## config.mk

```make
export PLATFORM = sky130hd
export DESIGN_NAME = fpu_ctx_engine
export DESIGN_NICKNAME = d
export VERILOG_FILES = /design/src/rtl/fpu_ctx_pkg.sv /design/src/rtl/fpu_ctx_frame_rom.sv /design/src/rtl/fpu_ctx_hdr_decode.sv /design/src/rtl/fpu_ctx_seq.sv /design/src/rtl/fpu_ctx_engine.sv
export SDC_FILE = /design/constraint.sdc
export NUM_CORES = 1
export LEC_CHECK = 0
export ABC_AREA = 1
export BUFFER_PORTS_ARGS = -buffer_cell sky130_fd_sc_hd__buf_2
export CAP_MARGIN = 0
export CORE_MARGIN = 4
export CORE_UTILIZATION = 55
export DETAILED_ROUTE_END_ITERATION = 7
export PLACE_DENSITY = 0.9
export SLEW_MARGIN = 30
export SYNTH_ARGS = -nofsm -noshare
export SYNTH_HDL_FRONTEND = slang
export SYNTH_SLANG_ARGS = --single-unit
```

## constraint.sdc

```tcl
create_clock -name clk_i -period 5.82 [get_ports clk_i]
set_clock_uncertainty 0.2 [all_clocks]
set_input_delay 0.291 -clock clk_i [delete_from_list [all_inputs] [get_ports clk_i]]
set_output_delay 0.291 -clock clk_i [all_outputs]
set_load 0.05 [all_outputs]
```

## src/rtl/fpu_ctx_pkg.sv

```systemverilog
package fpu_ctx_pkg;
  localparam int unsigned WORD_W     = 32;
  localparam int unsigned IDLE_WORDS = 7;
  localparam logic [WORD_W-1:0] IDLE_HDR  = 32'h1F18_0000;
  localparam logic [WORD_W-1:0] IDLE_TAIL = 32'h7000_0000;
  localparam logic [7:0] SZ_SMALL = 8'h18;
  localparam logic [7:0] SZ_MID   = 8'h38;
  localparam logic [7:0] SZ_LARGE = 8'hB4;

  typedef enum logic [1:0] {
    ST_IDLE,
    ST_SAVE,
    ST_HDR,
    ST_FILL
  } ctx_state_e;
endpackage

```

## src/rtl/fpu_ctx_frame_rom.sv

```systemverilog
module fpu_ctx_frame_rom
  import fpu_ctx_pkg::*;
(
  input  logic [2:0]        pos_i,
  input  logic              null_i,
  output logic [WORD_W-1:0] word_o
);
  always_comb begin
    word_o = '0;
    if (!null_i) begin
      if (pos_i == 3'd0) word_o = IDLE_HDR;
      else if (pos_i == 3'(IDLE_WORDS - 1)) word_o = IDLE_TAIL;
    end
  end
endmodule

```

## src/rtl/fpu_ctx_hdr_decode.sv

```systemverilog
module fpu_ctx_hdr_decode
  import fpu_ctx_pkg::*;
#(
  parameter int unsigned AW = 32
) (
  input  logic [WORD_W-1:0] hdr_i,
  output logic              null_o,
  output logic              known_o,
  output logic [AW-1:0]     skip_o
);
  logic [7:0] code;
  assign code   = hdr_i[23:16];
  assign null_o = (hdr_i[31:24] == 8'h00);
  assign known_o = (code == SZ_SMALL) || (code == SZ_MID) || (code == SZ_LARGE);
  assign skip_o = {{(AW-8){1'b0}}, code};
endmodule

```

## src/rtl/fpu_ctx_seq.sv

```systemverilog
module fpu_ctx_seq
  import fpu_ctx_pkg::*;
#(
  parameter int unsigned AW     = 32,
  parameter int unsigned NUM_FP = 8
) (
  input  logic                      clk_i,
  input  logic                      rst_ni,
  input  logic                      start_i,
  input  logic                      save_i,
  input  logic                      post_inc_i,
  input  logic [AW-1:0]             addr_i,
  input  logic                      fp_cmd_i,
  input  logic                      mem_ack_i,
  input  logic                      hdr_null_i,
  input  logic                      hdr_known_i,
  input  logic [AW-1:0]             hdr_skip_i,
  output logic                      mem_req_o,
  output logic                      mem_we_o,
  output logic [AW-1:0]             mem_addr_o,
  output logic [2:0]                word_pos_o,
  output logic                      null_frame_o,
  output logic [AW-1:0]             addr_o,
  output logic                      done_o,
  output logic                      format_error_o,
  output logic                      ctl_clear_o,
  output logic                      rf_we_o,
  output logic [$clog2(NUM_FP)-1:0] rf_idx_o,
  output logic                      just_reset_o
);
  localparam int unsigned FP_IDX_W = $clog2(NUM_FP);
  localparam int unsigned CNT_MAX  = (NUM_FP > IDLE_WORDS) ? NUM_FP : IDLE_WORDS;
  localparam int unsigned CNT_W    = $clog2(CNT_MAX);

  ctx_state_e       state_q;
  logic [AW-1:0]    base_q, addr_q;
  logic [CNT_W-1:0] cnt_q, last_word;
  logic             inc_q, null_q, done_q, ferr_q, clr_q, jr_q;
  logic [AW-1:0]    off, next_addr;

  assign off       = {{(AW-CNT_W-2){1'b0}}, cnt_q, 2'b00};
  assign next_addr = inc_q ? base_q + off : base_q - off;
  assign last_word = null_q ? '0 : CNT_W'(IDLE_WORDS - 1);

  assign mem_req_o    = (state_q == ST_SAVE) || (state_q == ST_HDR);
  assign mem_we_o     = (state_q == ST_SAVE);
  assign mem_addr_o   = next_addr;
  assign word_pos_o   = inc_q ? 3'(cnt_q) : 3'(CNT_W'(IDLE_WORDS - 1) - cnt_q);
  assign null_frame_o = null_q;
  assign rf_we_o      = (state_q == ST_FILL);
  assign rf_idx_o     = cnt_q[FP_IDX_W-1:0];
  assign addr_o       = addr_q;
  assign done_o       = done_q;
  assign format_error_o = ferr_q;
  assign ctl_clear_o  = clr_q;
  assign just_reset_o = jr_q;

  always_ff @(posedge clk_i or negedge rst_ni) begin
    if (!rst_ni) begin
      state_q <= ST_IDLE;
      base_q  <= '0;
      addr_q  <= '0;
      cnt_q   <= '0;
      inc_q   <= 1'b0;
      null_q  <= 1'b0;
      done_q  <= 1'b0;
      ferr_q  <= 1'b0;
      clr_q   <= 1'b0;
      jr_q    <= 1'b1;
    end else begin
      done_q <= 1'b0;
      ferr_q <= 1'b0;
      clr_q  <= 1'b0;
      if (fp_cmd_i) jr_q <= 1'b0;
      unique case (state_q)
        ST_IDLE: if (start_i) begin
          base_q <= addr_i;
          inc_q  <= post_inc_i;
          cnt_q  <= '0;
          null_q <= jr_q;
          state_q <= save_i ? ST_SAVE : ST_HDR;
        end
        ST_SAVE: if (mem_ack_i) begin
          if (cnt_q == last_word) begin
            done_q  <= 1'b1;
            addr_q  <= inc_q ? next_addr + AW'(4) : next_addr;
            state_q <= ST_IDLE;
          end else begin
            cnt_q <= cnt_q + 1'b1;
          end
        end
        ST_HDR: if (mem_ack_i) begin
          if (hdr_null_i) begin
            jr_q    <= 1'b1;
            clr_q   <= 1'b1;
            cnt_q   <= '0;
            addr_q  <= inc_q ? base_q + AW'(4) : base_q;
            state_q <= ST_FILL;
          end else begin
            jr_q    <= 1'b0;
            done_q  <= 1'b1;
            state_q <= ST_IDLE;
            if (hdr_known_i) begin
              addr_q <= inc_q ? base_q + hdr_skip_i + AW'(4) : base_q;
            end else begin
              ferr_q <= 1'b1;
              addr_q <= base_q;
            end
          end
        end
        ST_FILL: begin
          cnt_q <= cnt_q + 1'b1;
          if (cnt_q == CNT_W'(NUM_FP - 1)) begin
            done_q  <= 1'b1;
            state_q <= ST_IDLE;
          end
        end
        default: state_q <= ST_IDLE;
      endcase
    end
  end


  req_hold_chk: assert property (@(posedge clk_i) disable iff (!rst_ni)
    mem_req_o && !mem_ack_i |=> mem_req_o && $stable(mem_addr_o) && $stable(mem_we_o));


  done_pulse_chk: assert property (@(posedge clk_i) disable iff (!rst_ni)
    done_o |=> !done_o);


  ferr_with_done_chk: assert property (@(posedge clk_i) disable iff (!rst_ni)
    format_error_o |-> done_o);


  clr_then_fill_chk: assert property (@(posedge clk_i) disable iff (!rst_ni)
    ctl_clear_o |-> rf_we_o && rf_idx_o == '0 && just_reset_o);


  fill_order_chk: assert property (@(posedge clk_i) disable iff (!rst_ni)
    rf_we_o && rf_idx_o != FP_IDX_W'(NUM_FP - 1) |=> rf_we_o && rf_idx_o == $past(rf_idx_o) + 1'b1);


  no_mem_in_fill_chk: assert property (@(posedge clk_i) disable iff (!rst_ni)
    rf_we_o |-> !mem_req_o);
endmodule

```

## src/rtl/fpu_ctx_engine.sv

```systemverilog
module fpu_ctx_engine
  import fpu_ctx_pkg::*;
#(
  parameter int unsigned AW     = 32,
  parameter int unsigned NUM_FP = 8,
  parameter int unsigned EXP_W  = 15,
  parameter int unsigned MAN_W  = 64
) (
  input  logic                        clk_i,
  input  logic                        rst_ni,
  input  logic                        start_i,
  input  logic                        save_i,
  input  logic                        post_inc_i,
  input  logic [AW-1:0]               addr_i,
  input  logic                        fp_cmd_i,
  output logic                        mem_req_o,
  output logic                        mem_we_o,
  output logic [AW-1:0]               mem_addr_o,
  output logic [WORD_W-1:0]           mem_wdata_o,
  input  logic [WORD_W-1:0]           mem_rdata_i,
  input  logic                        mem_ack_i,
  output logic [AW-1:0]               addr_o,
  output logic                        done_o,
  output logic                        format_error_o,
  output logic                        ctl_clear_o,
  output logic                        rf_we_o,
  output logic [$clog2(NUM_FP)-1:0]   rf_idx_o,
  output logic [EXP_W+MAN_W:0]        rf_data_o,
  output logic                        just_reset_o
);
  logic          hdr_null, hdr_known, null_frame;
  logic [AW-1:0] hdr_skip;
  logic [2:0]    word_pos;

  // positive quiet NaN: exponent and mantissa all ones
  assign rf_data_o = {1'b0, {EXP_W{1'b1}}, {MAN_W{1'b1}}};

  fpu_ctx_hdr_decode #(.AW(AW)) u_dec (
    .hdr_i  (mem_rdata_i),
    .null_o (hdr_null),
    .known_o(hdr_known),
    .skip_o (hdr_skip)
  );

  fpu_ctx_frame_rom u_rom (
    .pos_i (word_pos),
    .null_i(null_frame),
    .word_o(mem_wdata_o)
  );

  fpu_ctx_seq #(.AW(AW), .NUM_FP(NUM_FP)) u_seq (
    .clk_i         (clk_i),
    .rst_ni        (rst_ni),
    .start_i       (start_i),
    .save_i        (save_i),
    .post_inc_i    (post_inc_i),
    .addr_i        (addr_i),
    .fp_cmd_i      (fp_cmd_i),
    .mem_ack_i     (mem_ack_i),
    .hdr_null_i    (hdr_null),
    .hdr_known_i   (hdr_known),
    .hdr_skip_i    (hdr_skip),
    .mem_req_o     (mem_req_o),
    .mem_we_o      (mem_we_o),
    .mem_addr_o    (mem_addr_o),
    .word_pos_o    (word_pos),
    .null_frame_o  (null_frame),
    .addr_o        (addr_o),
    .done_o        (done_o),
    .format_error_o(format_error_o),
    .ctl_clear_o   (ctl_clear_o),
    .rf_we_o       (rf_we_o),
    .rf_idx_o      (rf_idx_o),
    .just_reset_o  (just_reset_o)
  );


  wdata_hold_chk: assert property (@(posedge clk_i) disable iff (!rst_ni)
    mem_req_o && mem_we_o && !mem_ack_i |=> $stable(mem_wdata_o));
endmodule

```

==> results of run 1 <==
## kinds of logic after synthesis
group / share of synthesized area [%]
AO/OA/AOI/OAI: 11.51
XOR/XNOR: 0.8705
adder cells (fa/ha/maj): 8.180
buffers and inverters: 20.04
flip-flops: 20.74
multiplexers: 1.244
other: 0.08294
AND/OR/NAND/NOR: 37.34
## per-layer routing
metal	routed length, um	vias up
met5	0	-
met4	1087	0
met3	2752	89
met2	12920	541
met1	10940	4410
li1	-	4740
## through the flow
stage | hold slack (ns) | instance area (um^2) | instances | worst slack (ns)
after floorplan | -0.2046 | 9434 | 1563 | 1.539
after global placement | 0.2600 | 9508 | 1789 | 2.050
after detailed placement | 0.2718 | 9515 | 1789 | 2.005
after CTS | 0.0006727 | 9997 | 1823 | 1.831
after global routing | 0.01300 | 10000 | 1823 | 1.494
final | 0.009544 | 10000 | 1823 | 1.743
## final cells by class
class,instances,area [um^2],share of cell area (%)
multi-input combinational,1120,5752,57.51
sequential,75,1878,18.78
timing repair buffer,161,917.1,9.171
inverter,235,882.1,8.820
tap,216,270.3,2.702
clock buffer,9,225.2,2.252
clock inverter,7,76.32,0.7632
## final timing paths
kind	endpoint	startpoint	cells past startpoint	slack [ns]
max	mem_addr_o[30]	u_seq.inc_q	16	1.74
min	u_seq.base_q[26]	addr_i[26]	3	0.01
max reg2reg	u_seq.addr_o[23]	u_seq.inc_q	20	1.84
min reg2reg	u_seq.addr_o[23]	u_seq.addr_o[23]	2	0.27
max in group asynchronous	u_seq.base_q[9]	rst_ni	2	4.59
min in group asynchronous	u_seq.addr_o[19]	rst_ni	2	0.36
## worst register-to-register path, cell delays in order, from the launching register on
cell and delay (ns):
dfrtp_1 0.68, clkinv_1 0.24, nand2_1 0.13, o21ai_0 0.22, fa_1 0.60, nand3_1 0.14
nand3_1 0.16, nand2_1 0.10, nand2_1 0.15, nor2_1 0.20, nand3_2 0.13, nor2_4 0.13
nand2_2 0.09, nor2_4 0.13, nand3_1 0.10, nor2_2 0.13, nand2_1 0.06, nand3_1 0.10
nand2_1 0.07, nand2_1 0.06, nand2_1 0.05
## state kept, by name, summed over array words and instances, names as in the netlist
signal	count
u_seq.base_q	32
u_seq.rf_idx_o	3
u_seq.just_reset_o	1
u_seq.ctl_clear_o	1
u_seq.state_q	2
u_seq.inc_q	1
u_seq.format_error_o	1
u_seq.addr_o	32
u_seq.done_o	1
u_seq.null_frame_o	1
## cells in the final DEF, fill, tap and decap left out, drive strengths merged, types with 8 or more instances in the layout
master       synthesis  final
nor3                22     22
conb                 2    103
inv                231    232
nand2              405    405
a21oi               95     95
o211ai               8      8
mux2                10     10
nand3              119    119
dlygate4sd3          0     18
dfrtp               74     74
a31oi               12     12
o21ai               53     53
nor2               164    164
clkbuf              18      9
ha                  56     56
buf                115    143
nand4               24     24
## repair_timing
action                                  in CTS  in global routing
endpoints found under the hold margin       91                  0
endpoints found under the setup margin       0                  0
hold buffers                                18                  0
==> out/qor.yml, run 1 <==
worst_setup_path:
  start_kind: "flip-flop"
  cp.required_ns: 5.33
  crit_family: "simple AND/OR/NAND/NOR gates"
  path_cells: "clkinv_1 -> nand2_1 -> o21ai_0 -> fa_1 -> nand3_1 -> nand3_1 -> nand2_1 -> nand2_2 -> nand2_2 -> nand2_2 -> nand2_1 -> nand2_1 -> nand2_1 -> nand2_1 -> inv_1 -> buf_2"
  slowest_stage: "dfrtp_1"
  crit_top_cell: "nand2_1"
  cp_slowest_stage_delay_ns: 0.68
  critical_path.endpoint_type: "output port"
  worstSetupPathType: "reg2out"
  cp_data_arrival_time_ns: 3.59
  cp_max_fo: 15
  cp_num_buf_inv: 3
final_layout:
  post-route-util_pct: 62.50
  final_nets: 1731
  drive_above_1_share_pct: 15.81
  fillers: 1505
  area_delta_synth_final_pct: 10.45
  diodes: 0
floorplan:
  fp.dieW_um: 136.3
  io_pins: 257
  die_y_um: 136.3
  start_util_pct: 56.59
  num_rows: 46
  die-area_mm2: 0.01858
  core_area_mm2: 0.01600
place:
  numPortBuffers: 137
  dpl.hpwl_um: 21980
  gp_congestion: 1.040
grt:
  met2_usage_pct: 49.48
  grt_pass1_wl_um: 43660
  overflow: 0
  busiest_layer: "met2"
  grt_max_degree: 76
  met3_usage_pct: 4.515
  grtUsageMet1_pct: 38.07
  antenna_found_initial: 0
  grt_pass1_vias: 9065
  grt_usage_pct: 29.62
cts:
  clk_pin_slew_worst_paths_ns: 0.06
  cts_sinks: 75
  insertion_delay_ns: 0.34
  cts_root_buffer: "clkbuf_16"
  ctsResizeCount: 0
  htreeDepth: 3
  clock_path_buffers: 2
  cts_buffers: 9
  cts_tree: "built"
  cts_setup_buffers: 0
synth:
  synth_warnings: 0
  ys_async_sr_fraction_pct: 100.0
  syn_inst: 1462
  synth_top_cell_area_share_pct: 20.45
  synth_area_leaders: "dfrtp_1 (20%), nand2_1 (15%), buf_4 (9.3%)"
  syn_area_mm2: 0.009055
  post_synth_num_cell_types: 52
  ys_ff_latch: 75
  yosysTopAreaCell: "dfrtp_1"
  ys_seq_area_share_pct: 20.74
  synth_ff_type: "dfrtp_1"
  avgSynthCellArea_um2: 6.194
  yosysMostFrequentCell: "nand2_1"
  synth_edf_count: 0
  ys_top_cells_by_count: "nand2_1 (373), inv_1 (219), nor2_1 (142)"
routing:
  wl_per_cell_um: 15.19
  vias: 9780
  drc: 0
  first_pass_iters: 6
  drtIter0Drc: 1183
  routed_wl_um: 27690
  viasPerCell: 5.365
  ant_nets: 0
sta:
  rsz0062_at_grt: "no"
  worstMarginPinSlew_ns: 0.8691
  finalSetupTns_ns: 0
  fmax_mhz: 245.3
  fin_crit_ns: 4.077
  maxSlewViolCount: 0
  setup_viol: 0
  post-route-period-util_pct: 70.06
  slew_headroom_pct: 40.56
  finalHoldViolCount: 0
run_status:
  outcome: "finished clean"
flow_run:
  drv_cap: 0
worst_hold_path:
  hold_class: "in2reg"
Power of run 1 is left out: the tool's default activity adds up to more than one toggle a clock period on the data nets, which glitch-free logic cannot reach.
==> inputs of run 2 (changes only) <==
--- a/config.mk
+++ b/config.mk
@@ -9,9 +9,9 @@
 export BUFFER_PORTS_ARGS = -buffer_cell sky130_fd_sc_hd__buf_2
 export CAP_MARGIN = 0
 export CORE_MARGIN = 4
-export CORE_UTILIZATION = 55
+export CORE_UTILIZATION = 49
 export DETAILED_ROUTE_END_ITERATION = 7
-export PLACE_DENSITY = 0.9
+export PLACE_DENSITY = 0.85
 export SLEW_MARGIN = 30
 export SYNTH_ARGS = -nofsm -noshare
 export SYNTH_HDL_FRONTEND = slang
==> constraint.sdc (replaced) <==
create_clock -name clk_i -period 3.7 [get_ports clk_i]
set_clock_uncertainty 0.2 [all_clocks]
set_input_delay 0.185 -clock clk_i [delete_from_list [all_inputs] [get_ports clk_i]]
set_output_delay 0.185 -clock clk_i [all_outputs]
set_load 0.05 [all_outputs]
==> out/qor.yml, run 2 (synthesized netlist as in run 1, its figures left out) <==
routing:
  viasPerCell: 5.376
  drc: 0
  first_pass_iters: 6
  vias: 10160
  ant_nets: 0
  drtIter0Drc: 899
  wl_per_cell_um: 16.13
  routed_wl_um: 30480
flow_run:
  drv_cap: 0
cts:
  htreeDepth: 3
  cts_sinks: 75
  cts_tree: "built"
  clk_pin_slew_worst_paths_ns: 0.06
  clock_path_buffers: 2
  cts_root_buffer: "clkbuf_16"
  cts_buffers: 9
  insertion_delay_ns: 0.34
worst_setup_path:
  crit_path_start: "u_seq.rf_idx_o[0]"
  slowest_stage: "dfrtp_2"
  cp_num_buf_inv: 6
  r2r_slack_ns: 0.13
  worstReg2RegEnd: "u_seq.addr_o[31]"
  start_kind: "flip-flop"
  cp_data_arrival_time_ns: 3.20
  cp_max_fo: 4
  path_cells: "inv_1 -> ha_4 -> ha_2 -> nor2_4 -> buf_12 -> buf_4 -> ha_1 -> inv_1 -> nor3_2 -> inv_1 -> nor3_1 -> nor2_1 -> nand2_1 -> xor2_2 -> buf_6"
  critical_path.endpoint_type: "output port"
  cp.required_ns: 3.31
  crit_path_end: "mem_addr_o[31]"
  ff2ff_path_depth: 21
  worstSetupPathType: "reg2out"
  cp_slowest_stage_delay_ns: 0.40
  r2r_start: "u_seq.rf_idx_o[0]"
  crit_family: "buffers and inverters"
  critical_path_cell_count: 15
  crit_top_cell: "inv_1"
sta:
  worstMarginPinSlew_ns: 1.037
  setup_viol: 0
  fmax_mhz: 279.2
  maxSlewViolCount: 0
  slew_headroom_pct: 29.09
  finalHoldViolCount: 0
  post-route-period-util_pct: 96.81
  fin_crit_ns: 3.582
  worst_slack_ns: 0.1180
run_status:
  outcome: "finished clean"
floorplan:
  core_area_mm2: 0.01809
  die_y_um: 143.9
  num_rows: 49
  io_pins: 257
  start_util_pct: 50.07
  die-area_mm2: 0.02072
  fp.dieW_um: 143.9
place:
  dpl.hpwl_um: 22660
  dp_slack_ns: 0.006820
  place_area_mm2: 0.009648
  numPortBuffers: 137
  gp_congestion: 0.9393
grt:
  overflow: 0
  antenna_found_initial: 0
  grt_max_degree: 59
  grt_pass1_wl_um: 45550
  grt_usage_pct: 27.46
  grt_pass1_vias: 9089
final_layout:
  post-route-util_pct: 61.45
  final_nets: 1785
  mostFrequentLayoutCells: "nand2_1 (345), inv_1 (215), buf_2 (131), nor2_1 (116), conb_1 (103)"
  diodes: 0
  drive_above_1_share_pct: 23.60
  final_common_cell: "nand2_1"
  area_delta_synth_final_pct: 22.73
  fillers: 1590
  fin_area_mm2: 0.01111
worst_hold_path:
  hold_class: "in2reg"
[run 2: cell count changes in the layout (fill, tap and decap cells not counted), sizes merged]
cell,change
buf,+33
clkbuf,+3
dlygate4sd3,+20
inv,-2
[run 2: cell type report]
class | count | area, um^2 | area share [%]
flip-flops and latches | 75 | 1882 | 16.93
multi-input cells | 1120 | 6359 | 57.22
clock inverters | 5 | 52.55 | 0.4729
well taps | 229 | 286.5 | 2.578
inverters | 235 | 885.9 | 7.971
repair buffers | 215 | 1405 | 12.64
clock buffers | 11 | 242.7 | 2.184
[run 2: timing repair]
action	CTS	global route
setup buffers	0	21
hold buffers	38	0
gates resized for setup	7	144
cloned	0	1
hold endpoints to repair	91	0
setup endpoints to repair	12	35
pin swaps	1	36
[run 2: worst min-delay path: cells and delay by family]
kind	cells	cell delay, ns
AO/OA/AOI/OAI	1	0.08
adder cells (fa/ha/maj)	1	0.11
buffers and inverters	1	0.10
AND/OR/NAND/NOR	1	0.06
[run 2: layer usage]
layer / global-route usage, % / vias up / share of wire, %
li1: - / 4854 / -
met1: 37.30 / 4621 / 41
met2: 45.10 / 583 / 47
met3: 3.527 / 102 / 8.6
met4: 9.415 / 0 / 3.4
met5: 0 / - / 0
[run 2: metrics by stage]
step,std cells,TNS [ns],hold WS [ns]
floorplan,1563,0,-0.3106
global placement,1814,0,0.08459
detailed placement,1814,0,0.09121
CTS,1868,0,0.01713
global route,1890,-0.4257,0.06061
finish,1890,0,0.02821
[run 2: worst min-delay path by stage]
stage,start,to,slack (ns),cells after the start
2_1_floorplan,rst_ni,u_seq.addr_o[0],-0.31,0
3_3_place_gp,rst_ni,u_seq.addr_o[27],0.08,1
3_5_place_dp,rst_ni,u_seq.addr_o[27],0.09,1
4_1_cts,mem_rdata_i[16],u_seq.addr_o[0],0.02,4
5_1_grt,mem_rdata_i[16],u_seq.addr_o[0],0.06,4
6_report,mem_rdata_i[16],u_seq.addr_o[0],0.03,4
Power of run 2 is left out for the same reason.
